### config.mk
export PLATFORM = sky130hd
export DESIGN_NAME = xwr_strobe_ctrl
export DESIGN_NICKNAME = d
export VERILOG_FILES = /design/src/rtl/xwr_pkg.sv /design/src/rtl/xwr_bus_phase.sv /design/src/rtl/xwr_seq.sv /design/src/rtl/xwr_pins.sv /design/src/rtl/xwr_strobe_ctrl.sv
export SDC_FILE = /design/constraint.sdc
export NUM_CORES = 1
export LEC_CHECK = 0
export BUFFER_PORTS_ARGS = -buffer_cell sky130_fd_sc_hd__buf_2
export CORE_ASPECT_RATIO = 1.1
export CORE_UTILIZATION = 51
export CTS_CLUSTER_DIAMETER = 40
export DETAILED_ROUTE_END_ITERATION = 6
export GPL_TIMING_DRIVEN = 0
export MAX_ROUTING_LAYER = met4
export PLACE_DENSITY = 0.95
export SYNTH_ARGS = -nofsm -noshare
export SYNTH_HDL_FRONTEND = slang
export SYNTH_SLANG_ARGS = --single-unit
### constraint.sdc
create_clock -name clk -period 2.8 [get_ports clk]
set_input_delay 0.14 -clock clk [delete_from_list [all_inputs] [get_ports clk]]
set_output_delay 0.14 -clock clk [all_outputs]
set_load 0.005 [all_outputs]
### src/rtl/xwr_pkg.sv
package xwr_pkg;

  typedef enum logic [2:0] {
    ST_IDLE  = 3'd0,
    ST_ALIGN = 3'd1,
    ST_LEAD  = 3'd2,
    ST_ACT   = 3'd3,
    ST_TRAIL = 3'd4
  } xwr_state_e;

  // Counter load value for a phase field; a zero field behaves as one cycle.
  function automatic logic [7:0] phase_load(input logic [7:0] field);
    return (field == 8'd0) ? 8'd0 : field - 8'd1;
  endfunction

endpackage

### src/rtl/xwr_bus_phase.sv
module xwr_bus_phase (
  input  logic clk,
  input  logic rst_n,
  input  logic half_rate,
  output logic bclk_en,
  output logic next_edge
);
  logic ph;

  always_ff @(posedge clk) begin
    if (!rst_n) ph <= 1'b0;
    else        ph <= ~ph;
  end

  // Current cycle opens on a rising bus-clock edge.
  assign bclk_en   = !half_rate || !ph;
  // Following cycle will open on a rising bus-clock edge.
  assign next_edge = !half_rate || ph;
endmodule

### src/rtl/xwr_seq.sv
module xwr_seq
  import xwr_pkg::*;
#(
  parameter int CW = 4
) (
  input  logic          clk,
  input  logic          rst_n,
  input  logic          accept,
  input  logic          next_edge,
  input  logic [CW-1:0] cfg_lead,
  input  logic [CW-1:0] cfg_active,
  input  logic [CW-1:0] cfg_trail,
  input  logic          cfg_use_ready,
  input  logic          cfg_ready_async,
  input  logic          bus_ready,
  output xwr_state_e    state,
  output logic          last_cycle
);
  logic [CW-1:0] cnt;
  logic [CW-1:0] act_ld_q;
  logic [CW-1:0] trail_ld_q;
  logic          wait_q;

  function automatic logic [CW-1:0] ld(input logic [CW-1:0] f);
    logic [7:0] w;
    w = phase_load(8'(f));
    return w[CW-1:0];
  endfunction

  always_ff @(posedge clk) begin
    if (!rst_n) begin
      state      <= ST_IDLE;
      cnt        <= '0;
      act_ld_q   <= '0;
      trail_ld_q <= '0;
      wait_q     <= 1'b0;
    end else begin
      unique case (state)
        ST_IDLE: if (accept) begin
          act_ld_q   <= ld(cfg_active);
          trail_ld_q <= ld(cfg_trail);
          wait_q     <= cfg_use_ready && !cfg_ready_async;
          cnt        <= ld(cfg_lead);
          state      <= next_edge ? ST_LEAD : ST_ALIGN;
        end
        ST_ALIGN: state <= ST_LEAD;
        ST_LEAD: begin
          if (cnt == '0) begin
            state <= ST_ACT;
            cnt   <= act_ld_q;
          end else cnt <= cnt - 1'b1;
        end
        ST_ACT: begin
          if (cnt != '0) cnt <= cnt - 1'b1;
          else if (!(wait_q && !bus_ready)) begin
            state <= ST_TRAIL;
            cnt   <= trail_ld_q;
          end
        end
        ST_TRAIL: begin
          if (cnt == '0) state <= ST_IDLE;
          else           cnt   <= cnt - 1'b1;
        end
        default: state <= ST_IDLE;
      endcase
    end
  end

  assign last_cycle = (state == ST_TRAIL) && (cnt == '0);
endmodule

### src/rtl/xwr_pins.sv
module xwr_pins
  import xwr_pkg::*;
#(
  parameter int AW = 19,
  parameter int DW = 32,
  localparam int LANES = DW / 16
) (
  input  logic             clk,
  input  logic             rst_n,
  input  logic             accept,
  input  xwr_state_e       state,
  input  logic [AW-1:0]    req_addr,
  input  logic [DW-1:0]    req_wdata,
  input  logic             req_wide,
  output logic             cs_n,
  output logic             rnw,
  output logic             we0_n,
  output logic             we1_n,
  output logic [AW-1:0]    addr_out,
  output logic [DW-1:0]    data_out,
  output logic [LANES-1:0] data_oe
);
  logic [AW-1:0] addr_q;
  logic [DW-1:0] data_q;
  logic          wide_q;
  logic          in_acc;
  logic          strobe;
  logic          drive;

  always_ff @(posedge clk) begin
    if (!rst_n) begin
      addr_q <= '0;
      data_q <= '0;
      wide_q <= 1'b0;
    end else if (accept) begin
      addr_q <= req_addr;
      data_q <= req_wdata;
      wide_q <= req_wide;
    end
  end

  assign in_acc = (state == ST_LEAD) || (state == ST_ACT) || (state == ST_TRAIL);
  assign strobe = (state == ST_ACT);
  assign drive  = (state == ST_ACT) || (state == ST_TRAIL);

  assign cs_n     = !in_acc;
  assign rnw      = (state != ST_LEAD) && (state != ST_ACT) && (state != ST_TRAIL);
  assign we0_n    = !strobe;
  assign addr_out = in_acc ? addr_q : {addr_q[AW-1:1], 1'b1};
  assign we1_n    = wide_q ? !strobe : addr_out[0];
  assign data_out = data_q;

  generate
    for (genvar g = 0; g < LANES; g++) begin : g_lane
      if (g == 0) begin : g_base
        assign data_oe[g] = drive;
      end else begin : g_upper
        assign data_oe[g] = drive && wide_q;
      end
    end
  endgenerate
endmodule

### src/rtl/xwr_strobe_ctrl.sv
module xwr_strobe_ctrl
  import xwr_pkg::*;
#(
  parameter int AW = 19,
  parameter int DW = 32,
  parameter int CW = 4,
  localparam int LANES = DW / 16
) (
  input  logic             clk,
  input  logic             rst_n,
  input  logic             half_rate,
  input  logic [CW-1:0]    cfg_lead,
  input  logic [CW-1:0]    cfg_active,
  input  logic [CW-1:0]    cfg_trail,
  input  logic             cfg_use_ready,
  input  logic             cfg_ready_async,
  input  logic             req_valid,
  output logic             req_ready,
  input  logic [AW-1:0]    req_addr,
  input  logic [DW-1:0]    req_wdata,
  input  logic             req_wide,
  output logic             done,
  input  logic             bus_ready,
  output logic             bclk_en,
  output logic             cs_n,
  output logic             rnw,
  output logic             we0_n,
  output logic             we1_n,
  output logic [AW-1:0]    addr_out,
  output logic [DW-1:0]    data_out,
  output logic [LANES-1:0] data_oe
);
  xwr_state_e state;
  logic       next_edge;
  logic       accept;

  assign req_ready = (state == ST_IDLE);
  assign accept    = req_valid && req_ready;

  xwr_bus_phase u_phase (
    .clk       (clk),
    .rst_n     (rst_n),
    .half_rate (half_rate),
    .bclk_en   (bclk_en),
    .next_edge (next_edge)
  );

  xwr_seq #(.CW(CW)) u_seq (
    .clk             (clk),
    .rst_n           (rst_n),
    .accept          (accept),
    .next_edge       (next_edge),
    .cfg_lead        (cfg_lead),
    .cfg_active      (cfg_active),
    .cfg_trail       (cfg_trail),
    .cfg_use_ready   (cfg_use_ready),
    .cfg_ready_async (cfg_ready_async),
    .bus_ready       (bus_ready),
    .state           (state),
    .last_cycle      (done)
  );

  xwr_pins #(.AW(AW), .DW(DW)) u_pins (
    .clk       (clk),
    .rst_n     (rst_n),
    .accept    (accept),
    .state     (state),
    .req_addr  (req_addr),
    .req_wdata (req_wdata),
    .req_wide  (req_wide),
    .cs_n      (cs_n),
    .rnw       (rnw),
    .we0_n     (we0_n),
    .we1_n     (we1_n),
    .addr_out  (addr_out),
    .data_out  (data_out),
    .data_oe   (data_oe)
  );
endmodule

==> qor.yml <==
synthesis.nets: 460
max_slew.worst_pin.slew_ps: 563.4
synth-edff-count: 0
start_util_pct: 53.15
synthesis.instances: 387
combPwrFrac_pct: 25.3
final_common_cell: "buf_2"
drtIter0Drc: 123
final_area_um2: 4025
setup_viol: 0
maxSlewHeadroom_pct: 62.44
status: "finished clean"
worstPathRequired_ps: 2660
whs_ps: 33.12
netlist_area_um2: 3085
drc_errors: 0
post-route-period-util_pct: 69.91
fill_cells: 508
multiInputGateArea_um2: 1403
start_kind: "register"
synth_top_flop_cell: "dfxtp_1"
clkPwrFrac_pct: 30.6
power.density_nw_per_um2: 641.8
hp-class: "in -> reg"
dr_total_vias: 3136
dp_hpwl_mm: 5.759
rsz0062_at_grt: "false"
vias_per_cell: 5.141
dr.pass1.iters: 4
hold_buffers: 0
dpl_cell_area_um2: 3832
dieArea_um2: 6365
post_cts_resized: 0
grt_pass1_wl_mm: 12.41
port_buffers: 130
grt_max_degree: 12
fin_skew_ps: 12.48
crit_path_max_fanout: 10
fmax_mhz: 510.9
worst_setup_path_end_kind: "primary output"
core_um2: 5806
synthArstFlopShare_pct: 0
antenna_found_initial: 0
cts.htree.levels: 3
cts_buffers: 9
path_class: "reg -> out"
synthDistinctLibCells: 47
most-common-layout-cells: "140 x buf_2, 119 x nand2_1, 69 x dfxtp_1"
fin_crit_ps: 1957
cts_tree: "built"
leakage_nw: 1.858
r2r_slack_ps: 950
grtUsageTotal_pct: 25.07
p_sw_uw: 761.7
synth-seq-cells: 69
final-hold-violation-count: 0
root_buffer: "clkbuf_8"
placed_cells: 594
fin_nets: 601
area_growth_pct: 30.45
stdcell_count: 610
slew_violations: 0
clock_latency_ps: 340
die_w_um: 76.16
power_frac_seq_pct: 44.1
swShare_pct: 29.49
die_y_um: 83.58
grt_pass1_vias: 2902
ir_drop_uv: 491.9
crit_arrival_ps: 1820
cts_num_sinks: 69
wl_per_cell_um: 12.58
detail-route-antenna-nets: 0
cap_violations: 0
avgSynthCellArea_um2: 7.973
tns_ps: 0
overflow: 0
pin_count: 131
cts_buffer_depth: 2
totalWireLength_mm: 7.673
seq_area_frac_synth_pct: 44.77
postCtsSetupBuffers: 0
gp_congestion: 0.8817
rows: 29
yosysWarnings: 0
path_clk_slew_ps: 80
cell_internal_pwr_mw: 1.822
drive_gt1_share_pct: 36.02
insertedDiodeCount: 0
ff_latch_area_um2: 1381
-- layer usage --
layer  wire length (um)  track usage, %  share of wire [%]  vias up
met1               3237           26.93                 42     1439
met4                191           12.59                2.5        0
li1                   -               -                  -     1570
met2               3847           44.79                 50      112
met5                  0               -                  0        -
met3                397           3.825                5.2       15
-- layout make-up --
class,instances,share of cell area (%)
inverter,5,0.4663
sequential,69,34.32
multi-input combinational,268,34.85
timing repair buffer,130,16.16
clock buffer,12,3.606
clock inverter,4,1.181
tap,77,2.394
buffer,45,7.025
-- registers in the layout (all words and copies together) (netlist names) --
register	flops
u_seq.cnt	4
u_pins.data_out	32
u_phase.ph	1
u_seq.state	3
u_seq.wait_q	1
u_pins.addr_q	19
u_pins.wide_q	1
u_seq.trail_ld_q	4
u_seq.act_ld_q	4
-- through the flow --
stage / power, mW / util (%) / setup WS, ps
3_5_place_dp: 1.812 / 66.01 / 981.2
3_3_place_gp: 1.784 / 66.01 / 987.0
5_1_grt: 2.727 / 69.33 / 737.9
4_1_cts: 2.595 / 69.33 / 840.8
6_report: 2.583 / 69.33 / 842.5
2_1_floorplan: 1.579 / - / 1135
-- cell families after synthesis --
kind of cell / after synthesis / synth area share [%]
AO/OA/AOI/OAI: 97 / 18.61
buffers and inverters: 50 / 9.773
AND/OR/NAND/NOR: 162 / 23.76
XOR/XNOR: 2 / 0.5678
multiplexers: 5 / 1.703
adder cells (fa/ha/maj): 2 / 0.8109
flip-flops: 69 / 44.77
-- final timing paths --
path / from / endpoint / cells past startpoint
worst min-delay path: req_addr[15] / u_pins.addr_q[15]$_SDFFE_PN0P_ / 3
worst min register to register: u_pins.addr_q[0]$_SDFFE_PN0P_ / u_pins.addr_q[0]$_SDFFE_PN0P_ / 2
worst max-delay path: u_seq.state[1]$_SDFFE_PN0P_ / we1_n / 6
worst max register to register: u_seq.cnt[0]$_SDFFE_PN0P_ / u_seq.cnt[3]$_SDFFE_PN0P_ / 6
-- worst max-delay path, cell delays in order (launching register included) --
cell      delay [ps]
dfxtp_1          310
buf_2            170
or3b_4           430
nand2_4          110
nand2b_1          80
mux2_2           260
buf_2            130
-- synth_stat cells, drive strengths merged, types with 3 or more instances --
| cell type | n | share of area (%) |
|---|---|---|
| a21oi | 65 | 11 |
| a311oi | 6 | 1.7 |
| and2 | 3 | 0.69 |
| buf | 35 | 7.9 |
| clkbuf | 10 | 1.2 |
| dfxtp | 69 | 45 |
| inv | 5 | 0.61 |
| mux2i | 3 | 0.97 |
| nand2 | 120 | 15 |
| nand2b | 3 | 0.61 |
| nand3 | 3 | 0.49 |
| nand3b | 3 | 0.73 |
| nor2 | 11 | 1.3 |
| nor3 | 7 | 1.5 |
| nor3b | 4 | 1.3 |
| o21ai | 10 | 1.6 |
-- power by group through the flow --
stage	registers, mW	logic, mW	clock network, mW
after floorplan	1.15	0.425	0
after global placement	1.15	0.630	0
after detailed placement	1.16	0.652	0
after CTS	1.14	0.655	0.802
after global routing	1.15	0.727	0.849
final	1.14	0.655	0.790
Power figures use the tool's default switching activity.
